### src/rtl/irq_entry_pkg.sv
package irq_entry_pkg;

    typedef enum logic [2:0] {
        ST_IDLE,
        ST_SAVE_PC,
        ST_SAVE_PSW,
        ST_CAUSE,
        ST_FLAGS,
        ST_JUMP
    } entry_state_e;

    localparam int unsigned ID_BIT = 5;
    localparam int unsigned EP_BIT = 6;
    localparam int unsigned NP_BIT = 7;

endpackage

### src/rtl/irq_entry_ctrl.sv
module irq_entry_ctrl
    import irq_entry_pkg::*;
(
    input  logic clk,
    input  logic rst_n,
    input  logic accept_i,
    input  logic id_i,
    input  logic np_i,
    output logic take_o,
    output logic ready_o,
    output logic busy_o,
    output logic save_pc_o,
    output logic save_psw_o,
    output logic cause_o,
    output logic flags_o,
    output logic jump_o
);

    entry_state_e state_q, state_d;

    always_ff @(posedge clk) begin
        if (!rst_n) state_q <= ST_IDLE;
        else        state_q <= state_d;
    end

    always_comb begin
        state_d = state_q;
        unique case (state_q)
            ST_IDLE:     if (take_o) state_d = ST_SAVE_PC;
            ST_SAVE_PC:  state_d = ST_SAVE_PSW;
            ST_SAVE_PSW: state_d = ST_CAUSE;
            ST_CAUSE:    state_d = ST_FLAGS;
            ST_FLAGS:    state_d = ST_JUMP;
            ST_JUMP:     state_d = ST_IDLE;
            default:     state_d = ST_IDLE;
        endcase
    end

    always_comb begin
        busy_o     = 1'b1;
        save_pc_o  = 1'b0;
        save_psw_o = 1'b0;
        cause_o    = 1'b0;
        flags_o    = 1'b0;
        jump_o     = 1'b0;
        unique case (state_q)
            ST_IDLE:     busy_o     = 1'b0;
            ST_SAVE_PC:  save_pc_o  = 1'b1;
            ST_SAVE_PSW: save_psw_o = 1'b1;
            ST_CAUSE:    cause_o    = 1'b1;
            ST_FLAGS:    flags_o    = 1'b1;
            ST_JUMP:     jump_o     = 1'b1;
            default:     busy_o     = 1'b0;
        endcase
        ready_o = !busy_o && !id_i && !np_i;
        take_o  = accept_i && ready_o;
    end

    p_gate_r2: assert property (@(posedge clk) disable iff (!rst_n)
        (accept_i && !busy_o && (id_i || np_i)) |=> !busy_o);

    p_order_r3: assert property (@(posedge clk) disable iff (!rst_n)
        (state_q == ST_SAVE_PC) |=> (state_q == ST_SAVE_PSW));

    p_end_r7: assert property (@(posedge clk) disable iff (!rst_n)
        (state_q == ST_JUMP) |=> (state_q == ST_IDLE));

endmodule

### src/rtl/irq_entry_regs.sv
module irq_entry_regs
    import irq_entry_pkg::*;
#(
    parameter int unsigned DATA_W = 32,
    parameter int unsigned CODE_W = 16
) (
    input  logic              clk,
    input  logic              rst_n,
    input  logic              take_i,
    input  logic              busy_i,
    input  logic              save_pc_i,
    input  logic              save_psw_i,
    input  logic              cause_i,
    input  logic              flags_i,
    input  logic              jump_i,
    input  logic [CODE_W-1:0] code_i,
    input  logic [DATA_W-1:0] handler_i,
    input  logic              irq_en_i,
    input  logic              irq_dis_i,
    input  logic              ret_i,
    input  logic              pc_wr_i,
    input  logic [DATA_W-1:0] pc_wdata_i,
    input  logic              psw_wr_i,
    input  logic [DATA_W-1:0] psw_wdata_i,
    output logic [DATA_W-1:0] pc_o,
    output logic [DATA_W-1:0] psw_o,
    output logic [DATA_W-1:0] saved_pc_o,
    output logic [DATA_W-1:0] saved_psw_o,
    output logic [DATA_W-1:0] cause_o
);

    localparam logic [DATA_W-1:0] PSW_RESET = DATA_W'(1) << ID_BIT;

    logic [CODE_W-1:0] code_q;
    logic [DATA_W-1:0] handler_q;
    logic              cmd_en;

    assign cmd_en = !busy_i && !take_i;

    always_ff @(posedge clk) begin
        if (!rst_n) begin
            pc_o        <= '0;
            psw_o       <= PSW_RESET;
            saved_pc_o  <= '0;
            saved_psw_o <= '0;
            cause_o     <= '0;
            code_q      <= '0;
            handler_q   <= '0;
        end else begin
            if (take_i) begin
                code_q    <= code_i;
                handler_q <= handler_i;
            end
            if (save_pc_i)  saved_pc_o  <= pc_o;
            if (save_psw_i) saved_psw_o <= psw_o;
            if (cause_i)    cause_o[CODE_W-1:0] <= code_q;
            if (flags_i) begin
                psw_o[ID_BIT] <= 1'b1;
                psw_o[EP_BIT] <= 1'b0;
            end
            if (jump_i) pc_o <= handler_q;
            if (cmd_en) begin
                if (ret_i) begin
                    pc_o  <= saved_pc_o;
                    psw_o <= saved_psw_o;
                end else begin
                    if (pc_wr_i) pc_o <= pc_wdata_i;
                    if (psw_wr_i)       psw_o <= psw_wdata_i;
                    else if (irq_en_i)  psw_o[ID_BIT] <= 1'b0;
                    else if (irq_dis_i) psw_o[ID_BIT] <= 1'b1;
                end
            end
        end
    end

    p_save_pc_r3: assert property (@(posedge clk) disable iff (!rst_n)
        save_pc_i |=> (saved_pc_o == $past(pc_o)));

    p_save_psw_r4: assert property (@(posedge clk) disable iff (!rst_n)
        save_psw_i |=> (saved_psw_o == $past(psw_o)));

    p_cause_r5: assert property (@(posedge clk) disable iff (!rst_n)
        cause_i |=> (cause_o[DATA_W-1:CODE_W] == $past(cause_o[DATA_W-1:CODE_W])));

    p_flags_r6: assert property (@(posedge clk) disable iff (!rst_n)
        flags_i |=> (psw_o[ID_BIT] && !psw_o[EP_BIT]));

    p_jump_r7: assert property (@(posedge clk) disable iff (!rst_n)
        jump_i |=> (pc_o == $past(handler_q)));

    p_return_r8: assert property (@(posedge clk) disable iff (!rst_n)
        (cmd_en && ret_i) |=> (pc_o == $past(saved_pc_o) && psw_o == $past(saved_psw_o)));

endmodule

### src/rtl/irq_entry_seq.sv
module irq_entry_seq
    import irq_entry_pkg::*;
#(
    parameter int unsigned DATA_W = 32,
    parameter int unsigned CODE_W = 16
) (
    input  logic              clk,
    input  logic              rst_n,
    input  logic              accept_i,
    input  logic [CODE_W-1:0] code_i,
    input  logic [DATA_W-1:0] handler_i,
    input  logic              irq_en_i,
    input  logic              irq_dis_i,
    input  logic              ret_i,
    input  logic              pc_wr_i,
    input  logic [DATA_W-1:0] pc_wdata_i,
    input  logic              psw_wr_i,
    input  logic [DATA_W-1:0] psw_wdata_i,
    output logic [DATA_W-1:0] pc_o,
    output logic [DATA_W-1:0] psw_o,
    output logic [DATA_W-1:0] saved_pc_o,
    output logic [DATA_W-1:0] saved_psw_o,
    output logic [DATA_W-1:0] cause_o,
    output logic              busy_o,
    output logic              ready_o
);

    logic take, save_pc, save_psw, cause_st, flags_st, jump_st;

    irq_entry_ctrl u_ctrl (
        .clk        (clk),
        .rst_n      (rst_n),
        .accept_i   (accept_i),
        .id_i       (psw_o[ID_BIT]),
        .np_i       (psw_o[NP_BIT]),
        .take_o     (take),
        .ready_o    (ready_o),
        .busy_o     (busy_o),
        .save_pc_o  (save_pc),
        .save_psw_o (save_psw),
        .cause_o    (cause_st),
        .flags_o    (flags_st),
        .jump_o     (jump_st)
    );

    irq_entry_regs #(.DATA_W(DATA_W), .CODE_W(CODE_W)) u_regs (
        .clk         (clk),
        .rst_n       (rst_n),
        .take_i      (take),
        .busy_i      (busy_o),
        .save_pc_i   (save_pc),
        .save_psw_i  (save_psw),
        .cause_i     (cause_st),
        .flags_i     (flags_st),
        .jump_i      (jump_st),
        .code_i      (code_i),
        .handler_i   (handler_i),
        .irq_en_i    (irq_en_i),
        .irq_dis_i   (irq_dis_i),
        .ret_i       (ret_i),
        .pc_wr_i     (pc_wr_i),
        .pc_wdata_i  (pc_wdata_i),
        .psw_wr_i    (psw_wr_i),
        .psw_wdata_i (psw_wdata_i),
        .pc_o        (pc_o),
        .psw_o       (psw_o),
        .saved_pc_o  (saved_pc_o),
        .saved_psw_o (saved_psw_o),
        .cause_o     (cause_o)
    );

endmodule

### config.mk
export PLATFORM = sky130hd
export DESIGN_NAME = irq_entry_seq
export DESIGN_NICKNAME = d
export VERILOG_FILES = /design/src/rtl/irq_entry_pkg.sv /design/src/rtl/irq_entry_ctrl.sv /design/src/rtl/irq_entry_regs.sv /design/src/rtl/irq_entry_seq.sv
export SDC_FILE = /design/constraint.sdc
export NUM_CORES = 1
export LEC_CHECK = 0
export ABC_AREA = 1
export BUFFER_PORTS_ARGS = -buffer_cell sky130_fd_sc_hd__buf_2
export CORE_ASPECT_RATIO = 2
export CORE_MARGIN = 5
export CORE_UTILIZATION = 55
export CTS_BUF_LIST = sky130_fd_sc_hd__clkbuf_8
export DETAILED_ROUTE_END_ITERATION = 10
export GPL_ROUTABILITY_DRIVEN = 0
export MAX_ROUTING_LAYER = met4
export PLACE_DENSITY = 0.85
export SLEW_MARGIN = 20
export SYNTH_ARGS = -nofsm -noshare
export SYNTH_HDL_FRONTEND = slang
export SYNTH_SLANG_ARGS = --single-unit
### constraint.sdc
create_clock -name clk -period 3.1 [get_ports clk]
set_input_delay 0.62 -clock clk [delete_from_list [all_inputs] [get_ports clk]]
set_output_delay 0.62 -clock clk [all_outputs]
set_load 0.05 [all_outputs]
==> impl_metrics.xml <==
<?xml version="1.0" encoding="UTF-8"?>
<metrics>
  <group name="clocking">
    <metric name="cts.reportedPaths.clkPinSlew" unit="ns">0.11</metric>
    <metric name="numClockSinks" unit="">195</metric>
    <metric name="post_cts.repair.setup_buffers" unit="">0</metric>
    <metric name="later_pin_clock_latency_in_the_skew_report" unit="ns">0.46</metric>
    <metric name="h-tree-depth" unit="">4</metric>
    <metric name="cts.hold.buffers_added" unit="">0</metric>
    <metric name="cts_tree" unit="">done</metric>
    <metric name="post_cts_resized" unit="">0</metric>
    <metric name="clock_path_buffers" unit="">2</metric>
    <metric name="clk_root_buffer_cell" unit="">clkbuf_8</metric>
    <metric name="tritoncts.num_buffers" unit="">17</metric>
  </group>
  <group name="detailed_routing">
    <metric name="dr.first_iter.drc_count" unit="">496</metric>
    <metric name="drc" unit="">0</metric>
    <metric name="post_drt_via_cell_ratio" unit="">5.46</metric>
    <metric name="routed_wirelength" unit="um">25600</metric>
    <metric name="dr.pass1.iters" unit="">5</metric>
    <metric name="avgRoutedWirePerCell" unit="um">15.0</metric>
    <metric name="via_count" unit="">9340</metric>
    <metric name="drtAntennaViolNets" unit="">0</metric>
  </group>
  <group name="synth">
    <metric name="synth-seq-area-share" unit="">0.437</metric>
    <metric name="synthCells" unit="">1287</metric>
    <metric name="netlist.area_leader.share" unit="">0.437</metric>
    <metric name="synth.ff_latch_count" unit="">195</metric>
    <metric name="synthTopCellsByCount" unit="">nor2_1, nand2_1, dfxtp_1</metric>
    <metric name="post_synth_main_area_contributors" unit="">dfxtp_1, nor2_1, nand2_1</metric>
    <metric name="synth_area_leader_cell" unit="">dfxtp_1</metric>
    <metric name="synth-main-ff-cell" unit="">dfxtp_1</metric>
    <metric name="yosysMostFrequentCell" unit="">nor2_1</metric>
    <metric name="ys_types" unit="">27</metric>
    <metric name="syn_avg_cell_area" unit="um^2">6.94</metric>
    <metric name="synth_warnings" unit="">0</metric>
    <metric name="synth-edff-count" unit="">0</metric>
    <metric name="postSynth.asyncResetShare" unit="">0</metric>
    <metric name="mappedNetlistArea" unit="um^2">8930</metric>
  </group>
  <group name="job">
    <metric name="number_of_max_cap_violations" unit="">0</metric>
  </group>
  <group name="worst_setup_path">
    <metric name="crit_path_max_fanout" unit="">29</metric>
    <metric name="worstReg2RegStart" unit="">u_ctrl.state_q[0]</metric>
    <metric name="critPathCaptureType" unit="">primary output</metric>
    <metric name="crit_start" unit="">u_ctrl.state_q[0]</metric>
    <metric name="cp_slowest_cell" unit="">dfxtp_1</metric>
    <metric name="cp_top_family" unit="">buffers and inverters</metric>
    <metric name="crit_arrival" unit="ns">1.99</metric>
    <metric name="critical_path_cell_sequence" unit="">nor2_2, nand2_1, nand2_1, nor2_4, buf_4, inv_1, buf_2</metric>
    <metric name="cp-start-kind" unit="">flop</metric>
    <metric name="critical_path_required" unit="ns">2.48</metric>
    <metric name="critical-path-max-stage-delay" unit="ns">0.44</metric>
    <metric name="most_numerous_cell_on_the_critical_path" unit="">nand2_1</metric>
    <metric name="cp_num_buf_inv" unit="">3</metric>
    <metric name="worstSetupPathType" unit="">reg2out</metric>
  </group>
  <group name="sta">
    <metric name="final.setup_skew" unit="ns">0.0137</metric>
    <metric name="min_tclk_post_route" unit="ns">2.61</metric>
    <metric name="worstMarginPinSlew" unit="ns">0.891</metric>
    <metric name="timing.final.setup_violations" unit="">0</metric>
    <metric name="setup_repair_after_global_routing_missed_its_margin" unit="">no</metric>
    <metric name="max-slew-margin-rel" unit="">0.405</metric>
    <metric name="timing.fmax" unit="GHz">0.383</metric>
    <metric name="tns" unit="ns">0</metric>
    <metric name="final_hold_viol_count" unit="">0</metric>
    <metric name="holdWs" unit="ns">0.405</metric>
    <metric name="slew_viol_final" unit="">0</metric>
    <metric name="final.period_utilization" unit="">0.841</metric>
  </group>
  <group name="global_routing">
    <metric name="vias_in_the_first_global_route" unit="">8514</metric>
    <metric name="globalRoute.totalOverflow" unit="">0</metric>
    <metric name="largest_net_degree_at_the_start_of_global_routing" unit="">101</metric>
    <metric name="grt_pass1_wl" unit="um">41000</metric>
    <metric name="globalRouteTotalUtil" unit="">0.268</metric>
    <metric name="initial_antenna_violation_count" unit="">5</metric>
  </group>
  <group name="die">
    <metric name="placeableCoreArea" unit="um^2">16100</metric>
    <metric name="die-area" unit="um^2">19000</metric>
    <metric name="die_height" unit="um">190</metric>
    <metric name="chipWidth" unit="um">100</metric>
    <metric name="initial_core_util" unit="">0.554</metric>
    <metric name="floorplan.rows" unit="">66</metric>
    <metric name="num_io_pins" unit="">282</metric>
  </group>
  <group name="placed_design">
    <metric name="detailed_place_hpwl" unit="um">17300</metric>
    <metric name="placed_area" unit="um^2">10100</metric>
    <metric name="number_of_i_o_port_buffers" unit="">265</metric>
  </group>
  <group name="min_path">
    <metric name="class_of_the_tightest_hold_or_removal_check" unit="">in2reg</metric>
    <metric name="min-delay-start" unit="">handler_i[17]</metric>
  </group>
  <group name="power">
    <metric name="power.ir.vdd_worst" unit="mV">0.890</metric>
    <metric name="leakage" unit="uW">0.00503</metric>
    <metric name="pwr_density_cell" unit="nW/um^2">1180</metric>
  </group>
  <group name="cells_and_area">
    <metric name="area_growth_syn_to_layout" unit="%">18.3</metric>
    <metric name="final_net_count" unit="">1610</metric>
    <metric name="drive_above_1_share" unit="">0.242</metric>
    <metric name="finished_cell_area" unit="um^2">10600</metric>
  </group>
  <group name="outcome">
    <metric name="status" unit="">finished clean</metric>
  </group>
</metrics>
-- metrics by stage --
stage | power (uW) | std cells | util | setup WS [ns]
floorplan | 9470 | 1302 | - | 1.09
global placement | 10700 | 1675 | 0.630 | 0.623
detailed placement | 10900 | 1675 | 0.630 | 0.593
CTS | 12500 | 1707 | 0.655 | 0.487
global route | 13300 | 1712 | 0.656 | 0.357
finish | 12500 | 1712 | 0.656 | 0.492
-- layout by cell type (no fill, tap or decap), drive strengths merged --
master   synthesis  final
a21boi          25     25
a21oi           43     43
buf             53    284
clkbuf          62     17
clkinv           1      9
conb             1     16
dfxtp          195    195
diode            0      5
inv             54     61
nand2          214    214
nand3          103    103
nand4           32     32
nor2           314    314
o2111ai         25     25
o211ai           1      1
o21ai          131    131
o22ai            1      1
or2             32     32
-- cells by family (layout without fill, tap and decap cells) --
family          count (synthesis)  after routing  synth area share
other cells                     1             21          0.000420
flops                         195            195             0.437
compound gates                226            226             0.146
simple gates                  695            695             0.328
buf+inv                       170            371            0.0886
-- area by class of cell --
| type | instances | area [um^2] |
|---|---|---|
| flip-flops and latches | 195 | 3900 |
| multi-input cells | 937 | 4300 |
| diodes | 5 | 12.5 |
| repair buffers | 284 | 1480 |
| inverters | 55 | 206 |
| clock buffers | 17 | 234 |
| fillers | 1413 | 5550 |
| clock inverters | 15 | 160 |
| well taps | 204 | 255 |
-- path summary, 6_finish.rpt --
check	end	slack [ns]	depth (start not counted)
setup / recovery	busy_o	0.49	7
hold / removal	u_regs.handler_q[17]	0.40	3
setup reg to reg	u_regs.handler_q[8]	0.75	9
hold reg to reg	u_regs.saved_pc_o[18]	0.47	2
-- power by group --
| group | internal, uW | switching (uW) |
|---|---|---|
| registers | 3410 | 639 |
| logic | 1700 | 5110 |
| clock network | 608 | 1010 |
| total | 5720 | 6760 |
-- worst reg2reg max path, cell delays in order, from the launching register on --
cell and delay, ns:
dfxtp_1 0.44, nor2_2 0.10, nand2_1 0.10, nand2_1 0.09
nor2_4 0.13, buf_4 0.34, nand3_2 0.13, inv_2 0.65
nor2_1 0.15, nor2_1 0.15
-- metal layers --
| metal | part of all wire | wire length, um | track usage | up-vias |
|---|---|---|---|---|
| li1 | - | - | - | 4566 |
| met1 | 0.41 | 10600 | 0.348 | 4274 |
| met2 | 0.47 | 12100 | 0.417 | 452 |
| met3 | 0.090 | 2300 | 0.0455 | 48 |
| met4 | 0.024 | 621 | 0.104 | 0 |
| met5 | 0 | 0 | - | - |
-- sequential cells by signal, indices dropped and copies added (netlist names) --
register            cells
u_ctrl.state_q          3
u_regs.cause_o         16
u_regs.code_q          16
u_regs.handler_q       32
u_regs.pc_o            32
u_regs.psw_o           32
u_regs.saved_pc_o      32
u_regs.saved_psw_o     32
Note: power is estimated with default switching activity, not from simulation.
